===== config.mk =====
export PLATFORM = sky130hd
export DESIGN_NAME = oca_adder
export DESIGN_NICKNAME = d
export VERILOG_FILES = /design/src/rtl/oca_pkg.sv /design/src/rtl/oca_pg.sv /design/src/rtl/oca_wrap.sv /design/src/rtl/oca_sum.sv /design/src/rtl/oca_adder.sv
export SDC_FILE = /design/constraint.sdc
export NUM_CORES = 1
export LEC_CHECK = 0
export BUFFER_PORTS_ARGS = -buffer_cell sky130_fd_sc_hd__buf_4
export CORE_MARGIN = 2
export CORE_UTILIZATION = 48
export CTS_CLUSTER_SIZE = 25
export DETAILED_ROUTE_END_ITERATION = 16
export GPL_ROUTABILITY_DRIVEN = 0
export PLACE_DENSITY = 0.79
export SETUP_SLACK_MARGIN = 0.2
export SKIP_CTS_REPAIR_TIMING = 1
export SKIP_LAST_GASP = 1
export SLEW_MARGIN = 20
export SYNTH_ARGS = -nofsm -noshare
export SYNTH_HDL_FRONTEND = slang
export SYNTH_SLANG_ARGS = --single-unit

===== constraint.sdc =====
create_clock -name clk -period 0.8 [get_ports clk]
set_clock_uncertainty 0.2 [all_clocks]
set_input_delay 0.08 -clock clk [delete_from_list [all_inputs] [get_ports clk]]
set_output_delay 0.08 -clock clk [all_outputs]
set_load 0.02 [all_outputs]

===== src/rtl/oca_pkg.sv =====
package oca_pkg;

    typedef enum logic [1:0] {
        ZP_FORCE_ONE  = 2'b00,
        ZP_FORCE_ZERO = 2'b01,
        ZP_RSVD_A     = 2'b10,
        ZP_RSVD_B     = 2'b11
    } zpol_e;

endpackage


===== src/rtl/oca_pg.sv =====
// Per-bit propagate/generate and group terms of a+b with carry-in 0.
module oca_pg #(
    parameter int N = 16
) (
    input  logic [N-1:0] a,
    input  logic [N-1:0] b,
    output logic [N-1:0] p,
    output logic [N-1:0] g,
    output logic         grp_g,
    output logic         grp_p
);
    logic [N:0] cg;

    assign p     = a ^ b;
    assign g     = a & b;
    assign cg[0] = 1'b0;

    for (genvar i = 0; i < N; i++) begin : g_grp
        assign cg[i+1] = g[i] | (p[i] & cg[i]);
    end

    assign grp_g = cg[N];
    assign grp_p = &p;
endmodule


===== src/rtl/oca_wrap.sv =====
// Returned carry: taken from group terms only, never from the sum.
module oca_wrap
    import oca_pkg::*;
(
    input  logic  grp_g,
    input  logic  grp_p,
    input  zpol_e pol,
    output logic  cin
);
    always_comb begin
        if (!grp_p) begin
            cin = grp_g;
        end else begin
            unique case (pol)
                ZP_FORCE_ZERO:                      cin = 1'b0;
                ZP_FORCE_ONE, ZP_RSVD_A, ZP_RSVD_B: cin = 1'b1;
                default:                            cin = 1'b1;
            endcase
        end
    end
endmodule


===== src/rtl/oca_sum.sv =====
// Carry chain seeded with the returned carry; the final carry out is not needed.
module oca_sum #(
    parameter int N = 16
) (
    input  logic [N-1:0] p,
    input  logic [N-1:0] g,
    input  logic         cin,
    output logic [N-1:0] sum
);
    logic [N-1:0] c;

    assign c[0] = cin;
    for (genvar i = 1; i < N; i++) begin : g_chain
        assign c[i] = g[i-1] | (p[i-1] & c[i-1]);
    end

    assign sum = p ^ c;
endmodule


===== src/rtl/oca_adder.sv =====
module oca_adder
    import oca_pkg::*;
#(
    parameter int N       = 16,
    parameter bit REG_OUT = 1'b1
) (
    input  logic         clk,
    input  logic         rst_n,
    input  logic [N-1:0] a,
    input  logic [N-1:0] b,
    input  logic [1:0]   zpol,
    output logic [N-1:0] sum,
    output logic         is_zero,
    output logic         is_negzero
);
    localparam logic [N-1:0] NEG_ZERO = {N{1'b1}};
    localparam logic [N-1:0] POS_ZERO = '0;

    logic [N-1:0] p, g, sum_c;
    logic         grp_g, grp_p, cin;
    logic         zero_c, neg_c;
    zpol_e        pol;

    assign pol = zpol_e'(zpol);

    oca_pg #(.N(N)) u_pg (
        .a(a), .b(b), .p(p), .g(g), .grp_g(grp_g), .grp_p(grp_p)
    );

    oca_wrap u_wrap (
        .grp_g(grp_g), .grp_p(grp_p), .pol(pol), .cin(cin)
    );

    oca_sum #(.N(N)) u_sum (
        .p(p), .g(g), .cin(cin), .sum(sum_c)
    );

    assign neg_c  = (sum_c == NEG_ZERO);
    assign zero_c = neg_c | (sum_c == POS_ZERO);

    if (REG_OUT) begin : g_reg
        always_ff @(posedge clk or negedge rst_n) begin
            if (!rst_n) begin
                sum        <= POS_ZERO;
                is_zero    <= 1'b1;
                is_negzero <= 1'b0;
            end else begin
                sum        <= sum_c;
                is_zero    <= zero_c;
                is_negzero <= neg_c;
            end
        end
    end else begin : g_comb
        assign sum        = sum_c;
        assign is_zero    = zero_c;
        assign is_negzero = neg_c;
    end
endmodule


* Word-level counts from Yosys, hierarchy flattened
Index checks and enable logic that the tools add are counted.
Storage, ports and cells: bits in registers 18, input port bits 36, output and inout bits 18, word-level logic and storage cells 77
Cells by class: bitwise gates (word level) 64, equal/unequal tests 4, mux-type cells 2, reduce and logical (&&, ||, !) cells 4
Operators by type and width (count):
- $xor 16x16->16 | 2
- $or 1x1->1 | 31
- $and 1x1->1 | 30
- $and 16x16->16 | 1
- $eq 16x16->1 const B | 1
- $logic_not 16->1 | 1
- $reduce_and 16->1 | 1
- $eq 2x2->1 const B | 2
- $reduce_or 3->1 | 1
- $eq 2x1->1 const B | 1
- $logic_not 2->1 | 1
- $pmux 1 s2 | 1
- $mux 1 | 1

* Longest topological paths before layout
depth in word-level cells 65, mapped depth 26, gate-level depth less buffers 26

* Cells and area by module
A second synthesis with hierarchy kept.
Unflattened totals: cell total of the unflattened synthesis 104, area, all modules 1197.4 um^2
By module, submodules not included:
- oca_adder | cells each 28, area an instance 530.5 um^2, times used 1, sequential area each 451.7 um^2
- oca_pg | cells each 42, area an instance 362.8 um^2, times used 1, sequential area each 0.0 um^2
- oca_sum | cells each 31, area an instance 290.3 um^2, times used 1, sequential area each 0.0 um^2
- oca_wrap | cells each 3, area an instance 13.8 um^2, times used 1, sequential area each 0.0 um^2

* Least setup slack after synthesis
No wires, ideal clock.
path kind input-to-reg, from input port a[6], to register is_zero, path slack -6486 ps, setup time 59 ps, cell stages on the path 24, required time 541 ps, arrival time 7027 ps, buffers on the path 0, cell sequence ha_1 > o21ai_0 > a211oi_1 > o41ai_2 > a21oi_1 > o31ai_1 > fa_1 > fa_1 > fa_1 > fa_1 > fa_1 > fa_1 > fa_1 > fa_1 > fa_1 > fa_1 > fa_1 > fa_1 > fa_1 > inv_1 > fa_1 > fa_1 > nor4_1 > a31o_2
On the way: elaborated cells on any way between the ends 58
RTL lines:
- start, declared | line oca_adder.sv:9 | input logic [N-1:0] a,
- $xor 16x16->16 | line oca_pg.sv:14 | assign p = a ^ b;
- $and 1x1->1 | line oca_pg.sv:19 | assign cg[i+1] = g[i] | (p[i] & cg[i]);
- $or 1x1->1 | line oca_pg.sv:19
- $and 1x1->1 | line oca_pg.sv:19
- $or 1x1->1 | line oca_pg.sv:19
- $and 1x1->1 | line oca_pg.sv:19
- $or 1x1->1 | line oca_pg.sv:19
- $and 1x1->1 | line oca_pg.sv:19
- [... 39 more ...]
- $or 1x1->1 * | line oca_sum.sv:14 | assign c[i] = g[i-1] | (p[i-1] & c[i-1]);
- $and 1x1->1 * | line oca_sum.sv:14
- $or 1x1->1 * | line oca_sum.sv:14
- $xor 16x16->16 * | line oca_sum.sv:17 | assign sum = p ^ c;
- net sum_c[14] | line oca_adder.sv:19 | logic [N-1:0] p, g, sum_c;
- $eq 16x16->1 / $logic_not 16->1 (equally long branches) | line oca_adder.sv:38, oca_adder.sv:39
- $or 1x1->1 * | line oca_adder.sv:39 | assign zero_c = neg_c | (sum_c == POS_ZERO);
- net zero_c | line oca_adder.sv:21 | logic zero_c, neg_c;
- end signal, assigned | line oca_adder.sv:49 | is_zero <= zero_c;
- end, declared | line oca_adder.sv:13 | output logic is_zero,
Mark *: on every way through the listed nets, which the timed path passes. The rest lies on a longest branch.

* Worst setup path after layout
from input port b[12], to register is_zero
On the way: cells in the longest elaborated chain, start to end 43, elaborated cells on any way between the ends 46
Ends and longest elaborated chain:
- start, declared | line oca_adder.sv:10 | input logic [N-1:0] b,
- $xor 16x16->16 | line oca_pg.sv:14
- $and 1x1->1 | line oca_pg.sv:19
- $or 1x1->1 | line oca_pg.sv:19
- $and 1x1->1 | line oca_pg.sv:19
- $or 1x1->1 | line oca_pg.sv:19
- $and 1x1->1 | line oca_pg.sv:19
- $or 1x1->1 | line oca_pg.sv:19
- $and 1x1->1 | line oca_pg.sv:19
- [... 30 more ...]
- $and 1x1->1 * | line oca_sum.sv:14
- $or 1x1->1 * | line oca_sum.sv:14
- $xor 16x16->16 * | line oca_sum.sv:17
- net sum_c[15] | line oca_adder.sv:19
- $eq 16x16->1 * | line oca_adder.sv:38 | assign neg_c = (sum_c == NEG_ZERO);
- net neg_c | line oca_adder.sv:21
- $or 1x1->1 * | line oca_adder.sv:39
- net zero_c | line oca_adder.sv:21
Marked as above.

==> results.toml <==
[hold_path]
hold_path.class = "in2async"

[die]
die_y_um = 57.1
num_rows = 19
die_area_um2 = 3260
die_w_um = 57.1
coreArea_um2 = 2710
start_util_pct = 49.9
ios = 54

[timing]
setup_violations = 36
hold_viol_final = 18
slew_violations = 0
post-route-period-util_pct = 861
slew_headroom_pct = 82.1
hold_ws_ns = -0.573
rsz0062_at_grt = "true"
setup_ws_ns = -6.09
timing.fmax_mhz = 145
fin_crit_ns = 6.89
worst_pin_slew_ns = 0.266

[critical_path]
max_stage_delay_ns = 0.36
crit_fanout = 3
path_class = "in2reg"
crit_slowest_cell = "fa_2"
crit_arrival_ns = 6.93
crit_top_cell = "fa_2"
endpoint_kind = "flop"
critPathRequiredTime_ns = 0.84
cp-start-kind = "input pin"

[routing]
first_pass_iters = 4
wl_per_cell_um = 14.5
drc = 0
drt_iter0_markers = 21
wl_mm = 3.43
vias = 1230
ant_nets = 0
viasPerCell = 5.21

[clock_tree]
clockBufferDepth = 2
cts_root_buf = "clkbuf_4"
cts.clk_slew.worst_paths_ns = 0.10
cts_sinks = 18
ctsHtreeMaxLevel = 1
cts_made_buffers = 3
cts_tree = "done"

[synth]
synth_most_common_cell = "inv_1"
synth.top_cell.area_share_pct = 31.5
syn_inst = 128
synth-edff-count = 0
ys_seq_area_share_pct = 33.4
synthArstFlopShare_pct = 100
synth_cell_types = 23
synth_top_area_cell = "dfrtp_1"
synthFlopType = "dfrtp_1"
syn_avg_cell_area_um2 = 10.6
synth_common_cells = "41 x inv_1, 17 x dfrtp_1, 16 x ha_1, 15 x fa_1, 6 x nand4_1"
ys_ff_latch = 18
ys.warnings.count = 0
syn_area_um2 = 1350
syn_nets = 195
synth.area.top_cells = "dfrtp_1 31%, fa_1 22%, ha_1 15%, inv_1 11%, nand4_1 2.8%"

[placed_design]
dp_hpwl_mm = 2.72
port_buffers = 53
dpl-instance-area_um2 = 2050

[grt]
grt_max_degree = 19
grt_overflow = 0
antenna_found_initial = 0
grt_usage_pct = 19.3
grt_pass1_vias = 1196
grt_pass1_wl_mm = 4.98

[power_and_ir_drop]
p_leak_uw = 0.00112
powerDensity_nw_per_um2 = 1540
irDropWorstVdd_uv = 1710
finalPower_uw = 3530

[run]
maxCapViolCount = 0

[layout]
antennaDiodeCount = 0
nets = 273
fin_area_um2 = 2290
area_growth_pct = 69.7
drive_gt1_share_pct = 58.5

[status]
violations = "negative hold slack, negative setup slack"
status = "complete, but fails checks"
==> cell usage in the layout, fill, tap and decap left out, types with 2 or more instances in the layout <==
cell      synthesis  final
inv_1            41     33
ha_4              0      9
fa_2              0     15
clkbuf_4          0      3
nor4_1            5      3
ha_1             16      7
o21ai_0           3      3
nand3_1           2      2
dfrtp_1          17     17
nand4_1           6      6
nor2_1            2      2
buf_6             0     32
nand2_1           3      3
a21oi_1           4      4
a211oi_2          0      3
inv_2             0      8
buf_4             0     41
==> how the worst max path moves through the flow <==
stage | slack, ns | cells past startpoint | startpoint | to
2_1_floorplan | -5.89 | 25 | b[11] | is_zero
3_3_place_gp | -6.26 | 26 | b[11] | is_zero
3_5_place_dp | -6.33 | 27 | b[11] | is_zero
4_1_cts | -6.05 | 27 | b[11] | is_zero
5_1_grt | -6.25 | 27 | b[10] | is_zero
6_report | -6.09 | 27 | b[12] | is_zero
==> cell type report <==
cell class,instances,area (um2)
multi-input cells,69,946
repair buffers,73,668
flip-flops and latches,18,452
fillers,151,415
inverters,41,154
well taps,31,38.8
clock buffers,4,36.3
==> through the flow <==
stage / cells / hold WS, ns / setup slack [ns] / util, % / setup TNS (ns)
6_report: 236 / -0.573 / -6.09 / 84.7 / -76.49
5_1_grt: 236 / -0.578 / -6.25 / 84.7 / -79.07
4_1_cts: 233 / -0.566 / -6.05 / 77.1 / -76.15
3_5_place_dp: 229 / -0.248 / -6.33 / 75.8 / -76.01
3_3_place_gp: 229 / -0.255 / -6.26 / 75.8 / -75.34
2_1_floorplan: 128 / -0.416 / -5.89 / - / -68.63
==> kinds of logic after synthesis <==
family                     synth area share, %
adders and majority gates                 37.0
and+or+nand+nor                           9.16
DFF                                       33.4
buffers and inverters                     11.4
xor gates and xnor gates                 0.648
AOI/OAI and AO/OA                         8.42
==> routing by layer <==
metal	share of wire, %	up-vias	GRT usage [%]
li1	-	575	-
met1	39	603	23.2
met2	57	46	35.5
met3	3.8	6	2.95
met4	0.85	0	5.98
met5	0	-	0
==> critical path, delay by kind of cell <==
| kind | cells | cell delay (ns) |
|---|---|---|
| buffers and inverters | 2 | 0.16 |
| and+or+nand+nor | 3 | 0.49 |
| AOI/OAI and AO/OA | 5 | 0.82 |
| adders and majority gates | 16 | 5.21 |
| xor gates and xnor gates | 1 | 0.15 |
==> state kept, by name (all words and copies together), names as in the netlist <==
register    flops
sum            16
is_negzero      1
is_zero         1
==> power breakdown <==
part	switching, uW	internal (uW)
clock	264	277
sequential	78.3	1080
combinational	848	987
Power figures use the tool's default switching activity.
